File: src/rtl/ubank_pkg.sv
package ubank_pkg;
    localparam int DATA_W = 8;
    localparam int ADDR_W = 3;
    localparam int N_DIR  = 2;
    localparam int DIR_RX = 0;
    localparam int DIR_TX = 1;

    localparam logic [DATA_W-1:0] CFG_KEY = 8'hBF;

    // legacy map; the configuration window reuses 1, 2, 4 and 5
    localparam logic [ADDR_W-1:0] ADR_IER = 3'd1; // cfg: feature control
    localparam logic [ADDR_W-1:0] ADR_FCR = 3'd2; // cfg: enhanced feature
    localparam logic [ADDR_W-1:0] ADR_LCR = 3'd3;
    localparam logic [ADDR_W-1:0] ADR_MCR = 3'd4; // cfg: trigger level
    localparam logic [ADDR_W-1:0] ADR_AUX = 3'd5; // cfg: flow count
    localparam logic [ADDR_W-1:0] ADR_SCR = 3'd7;

    localparam logic [DATA_W-1:0] IER_PROT  = 8'hF0;
    localparam logic [DATA_W-1:0] FCR_PROT  = 8'h30;
    localparam logic [DATA_W-1:0] MCR_PROT  = 8'hE0;
    localparam logic [DATA_W-1:0] FCTR_KEEP = 8'hF3;
    localparam int GATE_BIT  = 4;
    localparam int SWAP_BIT  = 6;
    localparam int STEER_BIT = 7;

    typedef enum logic [1:0] {
        ST_LEG_LOCK = 2'b00,
        ST_LEG_OPEN = 2'b01,
        ST_CFG_LOCK = 2'b10,
        ST_CFG_OPEN = 2'b11
    } ubank_state_e;

    function automatic logic [DATA_W-1:0] gated_merge(
        input logic [DATA_W-1:0] old_v,
        input logic [DATA_W-1:0] new_v,
        input logic [DATA_W-1:0] prot,
        input logic              open
    );
        return open ? new_v : ((old_v & prot) | (new_v & ~prot));
    endfunction
endpackage

File: src/rtl/ubank_mode_fsm.sv
module ubank_mode_fsm
    import ubank_pkg::*;
(
    input  logic              clk,
    input  logic              rst_n,
    input  logic              wr,
    input  logic [ADDR_W-1:0] addr,
    input  logic [DATA_W-1:0] wdata,
    output logic              cfg_win,
    output logic              gate_open
);
    ubank_state_e state_q, state_d;
    logic lcr_wr, efr_wr, key_hit;

    assign lcr_wr  = wr && (addr == ADR_LCR);
    assign efr_wr  = wr && cfg_win && (addr == ADR_FCR);
    assign key_hit = (wdata == CFG_KEY);

    always_ff @(posedge clk or negedge rst_n) begin
        if (!rst_n) state_q <= ST_LEG_LOCK;
        else        state_q <= state_d;
    end

    always_comb begin
        state_d = state_q;
        unique case (state_q)
            ST_LEG_LOCK: if (lcr_wr && key_hit) state_d = ST_CFG_LOCK;      // T_ENTER
            ST_LEG_OPEN: if (lcr_wr && key_hit) state_d = ST_CFG_OPEN;      // T_ENTER
            ST_CFG_LOCK: begin
                if (lcr_wr && !key_hit)                state_d = ST_LEG_LOCK; // T_EXIT
                else if (efr_wr && wdata[GATE_BIT])    state_d = ST_CFG_OPEN; // T_OPEN
            end
            ST_CFG_OPEN: begin
                if (lcr_wr && !key_hit)                state_d = ST_LEG_OPEN; // T_EXIT
                else if (efr_wr && !wdata[GATE_BIT])   state_d = ST_CFG_LOCK; // T_SHUT
            end
        endcase
    end

    always_comb begin
        unique case (state_q)
            ST_LEG_LOCK: begin cfg_win = 1'b0; gate_open = 1'b0; end
            ST_LEG_OPEN: begin cfg_win = 1'b0; gate_open = 1'b1; end
            ST_CFG_LOCK: begin cfg_win = 1'b1; gate_open = 1'b0; end
            ST_CFG_OPEN: begin cfg_win = 1'b1; gate_open = 1'b1; end
        endcase
    end

    AST_KEY_ENTERS: assert property (@(posedge clk) disable iff (!rst_n)
        (lcr_wr && key_hit) |=> cfg_win);
    AST_OTHER_LEAVES: assert property (@(posedge clk) disable iff (!rst_n)
        (lcr_wr && !key_hit) |=> !cfg_win);
    AST_GATE_HELD: assert property (@(posedge clk) disable iff (!rst_n)
        !efr_wr |=> (gate_open == $past(gate_open)));
endmodule

File: src/rtl/ubank_regs.sv
module ubank_regs
    import ubank_pkg::*;
(
    input  logic              clk,
    input  logic              rst_n,
    input  logic              wr,
    input  logic [ADDR_W-1:0] addr,
    input  logic [DATA_W-1:0] wdata,
    input  logic              cfg_win,
    input  logic              gate_open,
    output logic [DATA_W-1:0] lcr,
    output logic [DATA_W-1:0] ier,
    output logic [DATA_W-1:0] fcr,
    output logic [DATA_W-1:0] mcr,
    output logic [DATA_W-1:0] scr,
    output logic [DATA_W-1:0] ems,
    output logic [DATA_W-1:0] fctr,
    output logic [1:0]        efr_hi,
    output logic [N_DIR-1:0][DATA_W-1:0] trg,
    output logic [N_DIR-1:0][DATA_W-1:0] fc
);
    logic leg_wr, cfg_wr, swap, dir_sel;
    logic w_lcr, w_ier, w_fcr, w_mcr, w_fctr, w_efr, w_trg, w_fc, w_scr, w_ems;

    assign leg_wr  = wr && !cfg_win;
    assign cfg_wr  = wr && cfg_win;
    assign swap    = fctr[SWAP_BIT];
    assign dir_sel = fctr[STEER_BIT];

    assign w_lcr  = wr     && (addr == ADR_LCR);
    assign w_ier  = leg_wr && (addr == ADR_IER);
    assign w_fcr  = leg_wr && (addr == ADR_FCR);
    assign w_mcr  = leg_wr && (addr == ADR_MCR);
    assign w_fctr = cfg_wr && (addr == ADR_IER);
    assign w_efr  = cfg_wr && (addr == ADR_FCR);
    assign w_trg  = cfg_wr && (addr == ADR_MCR);
    assign w_fc   = cfg_wr && (addr == ADR_AUX);
    assign w_scr  = wr && (addr == ADR_SCR) && !swap;
    assign w_ems  = wr && (addr == ADR_SCR) &&  swap;

    always_ff @(posedge clk or negedge rst_n) begin
        if (!rst_n) begin
            lcr    <= '0;
            ier    <= '0;
            fcr    <= '0;
            mcr    <= '0;
            scr    <= '0;
            ems    <= '0;
            fctr   <= '0;
            efr_hi <= '0;
        end else begin
            if (w_lcr)  lcr    <= wdata;
            if (w_ier)  ier    <= gated_merge(ier, wdata, IER_PROT, gate_open);
            if (w_fcr)  fcr    <= gated_merge(fcr, wdata, FCR_PROT, gate_open);
            if (w_mcr)  mcr    <= gated_merge(mcr, wdata, MCR_PROT, gate_open);
            if (w_scr)  scr    <= wdata;
            if (w_ems)  ems    <= wdata;
            if (w_fctr) fctr   <= wdata & FCTR_KEEP;
            if (w_efr)  efr_hi <= wdata[7:6];
        end
    end

    for (genvar d = 0; d < N_DIR; d++) begin : g_dir
        logic hit;
        logic [DATA_W-1:0] trg_r, fc_r;
        assign hit = (int'(dir_sel) == d);
        always_ff @(posedge clk or negedge rst_n) begin
            if (!rst_n) begin
                trg_r <= '0;
                fc_r  <= '0;
            end else begin
                if (w_trg && hit) trg_r <= wdata;
                if (w_fc  && hit) fc_r  <= wdata;
            end
        end
        assign trg[d] = trg_r;
        assign fc[d]  = fc_r;
    end

    AST_IER_PROT_HOLD: assert property (@(posedge clk) disable iff (!rst_n)
        (w_ier && !gate_open) |=> (ier[7:4] == $past(ier[7:4])));
    AST_MCR_PROT_HOLD: assert property (@(posedge clk) disable iff (!rst_n)
        (w_mcr && !gate_open) |=> (mcr[7:5] == $past(mcr[7:5])));
    AST_SCR_KEPT_ON_SWAP: assert property (@(posedge clk) disable iff (!rst_n)
        w_ems |=> $stable(scr));
    AST_TX_UNTOUCHED: assert property (@(posedge clk) disable iff (!rst_n)
        ((w_trg || w_fc) && !dir_sel) |=> ($stable(trg[DIR_TX]) && $stable(fc[DIR_TX])));
    AST_RX_UNTOUCHED: assert property (@(posedge clk) disable iff (!rst_n)
        ((w_trg || w_fc) && dir_sel) |=> ($stable(trg[DIR_RX]) && $stable(fc[DIR_RX])));
    AST_LEGACY_KEPT_IN_CFG: assert property (@(posedge clk) disable iff (!rst_n)
        cfg_win |=> ($stable(ier) && $stable(fcr) && $stable(mcr)));
endmodule

File: src/rtl/ubank_rdmux.sv
module ubank_rdmux
    import ubank_pkg::*;
#(
    parameter int LVL_W = 7
) (
    input  logic              clk,
    input  logic              rst_n,
    input  logic              rd,
    input  logic [ADDR_W-1:0] addr,
    input  logic              cfg_win,
    input  logic              gate_open,
    input  logic [DATA_W-1:0] lcr,
    input  logic [DATA_W-1:0] ier,
    input  logic [DATA_W-1:0] fcr,
    input  logic [DATA_W-1:0] mcr,
    input  logic [DATA_W-1:0] scr,
    input  logic [DATA_W-1:0] fctr,
    input  logic [1:0]        efr_hi,
    input  logic [N_DIR-1:0][DATA_W-1:0] trg,
    input  logic [N_DIR-1:0][DATA_W-1:0] fc,
    input  logic [LVL_W-1:0]  tx_level,
    input  logic [LVL_W-1:0]  rx_level,
    output logic [DATA_W-1:0] rdata
);
    logic [DATA_W-1:0] efr_view, lvl_view, trg_sel, fc_sel;
    logic              dir;

    assign dir      = fctr[STEER_BIT];
    assign efr_view = {efr_hi, 1'b0, gate_open, 4'b0000};
    assign lvl_view = dir ? DATA_W'(tx_level) : DATA_W'(rx_level);
    assign trg_sel  = trg[dir];
    assign fc_sel   = fc[dir];

    always_comb begin
        rdata = '0;
        if (rd) begin
            case (addr)
                ADR_IER: rdata = cfg_win ? (fctr & FCTR_KEEP) : ier;
                ADR_FCR: rdata = cfg_win ? efr_view : fcr;
                ADR_LCR: rdata = lcr;
                ADR_MCR: rdata = cfg_win ? trg_sel : mcr;
                ADR_AUX: rdata = cfg_win ? fc_sel : '0;
                ADR_SCR: rdata = fctr[SWAP_BIT] ? lvl_view : scr;
                default: rdata = '0;
            endcase
        end
    end

    AST_TX_LEVEL_READ: assert property (@(posedge clk) disable iff (!rst_n)
        (rd && addr == ADR_SCR && fctr[SWAP_BIT] && fctr[STEER_BIT])
            |-> (rdata == DATA_W'(tx_level)));
    AST_RX_LEVEL_READ: assert property (@(posedge clk) disable iff (!rst_n)
        (rd && addr == ADR_SCR && fctr[SWAP_BIT] && !fctr[STEER_BIT])
            |-> (rdata == DATA_W'(rx_level)));
    AST_EFR_RSVD_ZERO: assert property (@(posedge clk) disable iff (!rst_n)
        (rd && cfg_win && addr == ADR_FCR) |-> (rdata[3:0] == 4'h0 && !rdata[5]));
endmodule

File: src/rtl/uart_regbank.sv
module uart_regbank
    import ubank_pkg::*;
#(
    parameter  int FIFO_DEPTH = 64,
    localparam int LVL_W      = $clog2(FIFO_DEPTH + 1)
) (
    input  logic              clk,
    input  logic              rst_n,
    input  logic [2:0]        host_addr,
    input  logic [7:0]        host_wdata,
    input  logic              host_wr,
    input  logic              host_rd,
    output logic [7:0]        host_rdata,
    input  logic [LVL_W-1:0]  tx_level,
    input  logic [LVL_W-1:0]  rx_level,
    output logic [7:0]        lcr_o,
    output logic [7:0]        ier_o,
    output logic [7:0]        fcr_o,
    output logic [7:0]        mcr_o,
    output logic [1:0]        flow_en_o,
    output logic [1:0]        trig_tbl_o,
    output logic [1:0]        fctr_aux_o,
    output logic [7:0]        ems_o,
    output logic [7:0]        tx_trg_o,
    output logic [7:0]        rx_trg_o,
    output logic [7:0]        tx_fc_o,
    output logic [7:0]        rx_fc_o
);
    logic              cfg_win, gate_open;
    logic [DATA_W-1:0] scr, fctr;
    logic [N_DIR-1:0][DATA_W-1:0] trg, fc;

    ubank_mode_fsm u_fsm (
        .clk       (clk),
        .rst_n     (rst_n),
        .wr        (host_wr),
        .addr      (host_addr),
        .wdata     (host_wdata),
        .cfg_win   (cfg_win),
        .gate_open (gate_open)
    );

    ubank_regs u_regs (
        .clk       (clk),
        .rst_n     (rst_n),
        .wr        (host_wr),
        .addr      (host_addr),
        .wdata     (host_wdata),
        .cfg_win   (cfg_win),
        .gate_open (gate_open),
        .lcr       (lcr_o),
        .ier       (ier_o),
        .fcr       (fcr_o),
        .mcr       (mcr_o),
        .scr       (scr),
        .ems       (ems_o),
        .fctr      (fctr),
        .efr_hi    (flow_en_o),
        .trg       (trg),
        .fc        (fc)
    );

    ubank_rdmux #(.LVL_W(LVL_W)) u_rdmux (
        .clk       (clk),
        .rst_n     (rst_n),
        .rd        (host_rd),
        .addr      (host_addr),
        .cfg_win   (cfg_win),
        .gate_open (gate_open),
        .lcr       (lcr_o),
        .ier       (ier_o),
        .fcr       (fcr_o),
        .mcr       (mcr_o),
        .scr       (scr),
        .fctr      (fctr),
        .efr_hi    (flow_en_o),
        .trg       (trg),
        .fc        (fc),
        .tx_level  (tx_level),
        .rx_level  (rx_level),
        .rdata     (host_rdata)
    );

    assign trig_tbl_o = fctr[5:4];
    assign fctr_aux_o = fctr[1:0];
    assign tx_trg_o   = trg[DIR_TX];
    assign rx_trg_o   = trg[DIR_RX];
    assign tx_fc_o    = fc[DIR_TX];
    assign rx_fc_o    = fc[DIR_RX];

    AST_LEVEL_BOUND: assert property (@(posedge clk) disable iff (!rst_n)
        (int'(tx_level) <= FIFO_DEPTH && int'(rx_level) <= FIFO_DEPTH));
    AST_TABLE_TRACKS: assert property (@(posedge clk) disable iff (!rst_n)
        !(host_wr && cfg_win && host_addr == ADR_IER) |=> $stable(trig_tbl_o));
endmodule

File: config.mk
export PLATFORM = sky130hd
export DESIGN_NAME = uart_regbank
export DESIGN_NICKNAME = d
export VERILOG_FILES = /design/src/rtl/ubank_pkg.sv /design/src/rtl/ubank_mode_fsm.sv /design/src/rtl/ubank_regs.sv /design/src/rtl/ubank_rdmux.sv /design/src/rtl/uart_regbank.sv
export SDC_FILE = /design/constraint.sdc
export NUM_CORES = 1
export LEC_CHECK = 0
export BUFFER_PORTS_ARGS = -buffer_cell sky130_fd_sc_hd__buf_2
export CORE_MARGIN = 10
export CORE_UTILIZATION = 50
export CTS_BUF_LIST = sky130_fd_sc_hd__clkbuf_2 sky130_fd_sc_hd__clkbuf_4 sky130_fd_sc_hd__clkbuf_8
export CTS_CLUSTER_SIZE = 30
export DETAILED_ROUTE_END_ITERATION = 16
export PLACE_DENSITY = 0.78
export RECOVER_POWER = 100
export SKIP_LAST_GASP = 1
export SLEW_MARGIN = 20
export SYNTH_ARGS = -nofsm -noshare
export SYNTH_HDL_FRONTEND = slang
export SYNTH_HIERARCHICAL = 1
export SYNTH_SLANG_ARGS = --single-unit
export TNS_END_PERCENT = 5
File: constraint.sdc
create_clock -name clk -period 1.77 [get_ports clk]
set_input_delay 0.177 -clock clk [delete_from_list [all_inputs] [get_ports clk]]
set_output_delay 0.177 -clock clk [all_outputs]
set_load 0.03 [all_outputs]
==> flow_summary.toml <==
[placement]
hpwl_mm = 9.71
dp_slack_ns = -0.0671
placed_cell_area_um2 = 5390
gp_congestion = 0.945
portBuffers = 114

[drt]
drc = 0
drtIter0Drc = 220
viasPerCell = 5.82
drtAntennaViolNets = 0
num_vias = 3562
drt_wl_total_mm = 13.3
drt_pre_antenna_iters = 5
post_drt_wl_per_cell_um = 21.8

[floorplan]
die_area_um2 = 13100
core_um2 = 8680
ioPinCount = 115
die_height_um = 114
rows = 34
start_util_pct = 51.3
die_w_um = 114

[finish]
antenna_cells = 0
design_area_um2 = 5610
fin_nets = 528
drive_gt1_share_pct = 41.3
final_common_cell = "mux2_2"
mostFrequentLayoutCells = "mux2_2 (90), dfrtp_1 (89), clkbuf_1 (84)"
syn_to_final_growth_pct = 26.1
finalCoreUtilization_pct = 64.7
n_fill_cell = 738

[global_route]
grt_max_degree = 39
grt_overflow = 0
grt_pass1_vias = 3723
grt_pass1_wl_mm = 20.3
grt_antenna_before_repair = 0
grt_use_total_pct = 19.9

[timing]
relSlewSlack_pct = 42.0
finalClockSkew_ns = 0.0139
slew_violations = 0
fin_ws_ns = -0.327
fin_crit_ns = 2.10
tightestPinTransition_ns = 0.865
whs_ns = 0.231
period_share_pct = 118
rsz0062_at_grt = "yes"
setup_violations = 20
hold_viol = 0
fmax_mhz = 477

[clock_tree]
path_clk_slew_ns = 0.09
cts_max_path_buffers = 2
cts_tree = "built"
cts.htree.levels = 3
clockRootBuffer = "clkbuf_8"
clk_latency_ns = 0.37
cts.sinks = 90
numCtsBuffers = 9

[critical_path]
cp_slowest_cell = "dfrtp_2"
worstPathCellList = "buf_6, mux2i_1, nor2_1, a221oi_1, a21oi_1, buf_2"
cp.required_ns = 1.59
worst-path-max-fanout = 5
crit_arrival_ns = 1.92
worst_setup_path_start_kind = "flop"
critPathMaxStageDelay_ns = 0.49
worstSetupPathType = "reg2out"
crit_path_end_kind = "output pin"

[pwr]
power_mw = 4.85
vdd_drop_max_mv = 0.527
p_per_area_nw_per_um2 = 864
leakage_nw = 2.45

[logic_synthesis]
synth_area_per_cell_um2 = 12.6
syn-cell-area_um2 = 4450
syn_nets = 383
synth_cells = 354
yosysWarnings = 6

[flow_run]
drv_cap = 0

[run_status]
violations = "negative setup slack"
status = "finished with violations"

[worst_hold_path]
hp-class = "in2reg"
where the power goes:
group          internal [mW]  switching (mW)
Sequential              2.22           0.128
Combinational          0.319           0.603
Clock                  0.866           0.716
Total                   3.40            1.45
layout make-up:
class	count	area (um^2)	area share, %
Inverter	1	3.75	0.0669
Clock buffer	12	153	2.72
Timing Repair Buffer	158	860	15.3
Tap cell	108	135	2.41
Clock inverter	4	75.1	1.34
Sequential cell	90	2250	40.1
Multi-Input combinational cell	239	2130	38.0
through the flow:
step / setup TNS [ns] / std cells
2_1_floorplan: -0.325 / 354
3_3_place_gp: -0.0883 / 589
3_5_place_dp: -0.244 / 589
4_1_cts: -2.32 / 608
5_1_grt: -5.10 / 612
6_report: -2.52 / 612
metal layers:
| metal | up-vias | wire length, um | global-route usage [%] |
|---|---|---|---|
| li1 | 1595 | - | - |
| met4 | 0 | 255 | 6.77 |
| met1 | 1787 | 5290 | 24.8 |
| met3 | 21 | 1120 | 5.14 |
| met5 | - | 0 | 0 |
| met2 | 159 | 6650 | 32.6 |
worst paths after layout:
kind | startpoint | to | slack [ns] | cells after the start
hold reg to reg | u_regs/ems[5]$_DFFE_PN0P_ | u_regs/ems[5]$_DFFE_PN0P_ | 0.51 | 1
hold / removal | host_wdata[0] | u_regs/fctr[0]$_DFFE_PN0P_ | 0.23 | 2
max in group asynchronous | rst_n | u_regs/mcr[1]$_DFFE_PN0P_ | 0.33 | 3
setup / recovery | u_regs/fctr[7]$_DFFE_PN0P_ | host_rdata[0] | -0.33 | 6
setup reg to reg | u_fsm/state_q[1]$_DFFE_PN0P_ | u_regs/mcr[6]$_DFFE_PN0P_ | -0.04 | 4
min in group asynchronous | rst_n | u_regs/fctr[7]$_DFFE_PN0P_ | 0.37 | 2
state kept, by name, indices dropped and copies added (netlist names), named ones only:
register            cells
u_fsm/state_q           1
u_regs/efr_hi           2
u_regs/ems              8
u_regs/fcr              8
u_regs/fctr             6
u_regs/g_dir.fc_r      16
u_regs/g_dir.trg_r     16
u_regs/ier              8
u_regs/lcr              8
u_regs/mcr              8
u_regs/scr              8
critical path, delay by kind of cell, from the launching register on:
family          cells  cell delay [ns]
mux                 1             0.23
flops               1             0.49
compound gates      2             0.36
buf+inv             2             0.40
simple gates        1             0.06
what timing repair did:
action	in CTS	in global routing
gates resized for setup	13	18
hold endpoints to repair	26	0
endpoints found under the setup margin	8	32
pin swaps	2	3
buffers inserted	1	3
cloned	1	1
hold buffers	1	0
Power figures use the tool's default switching activity.
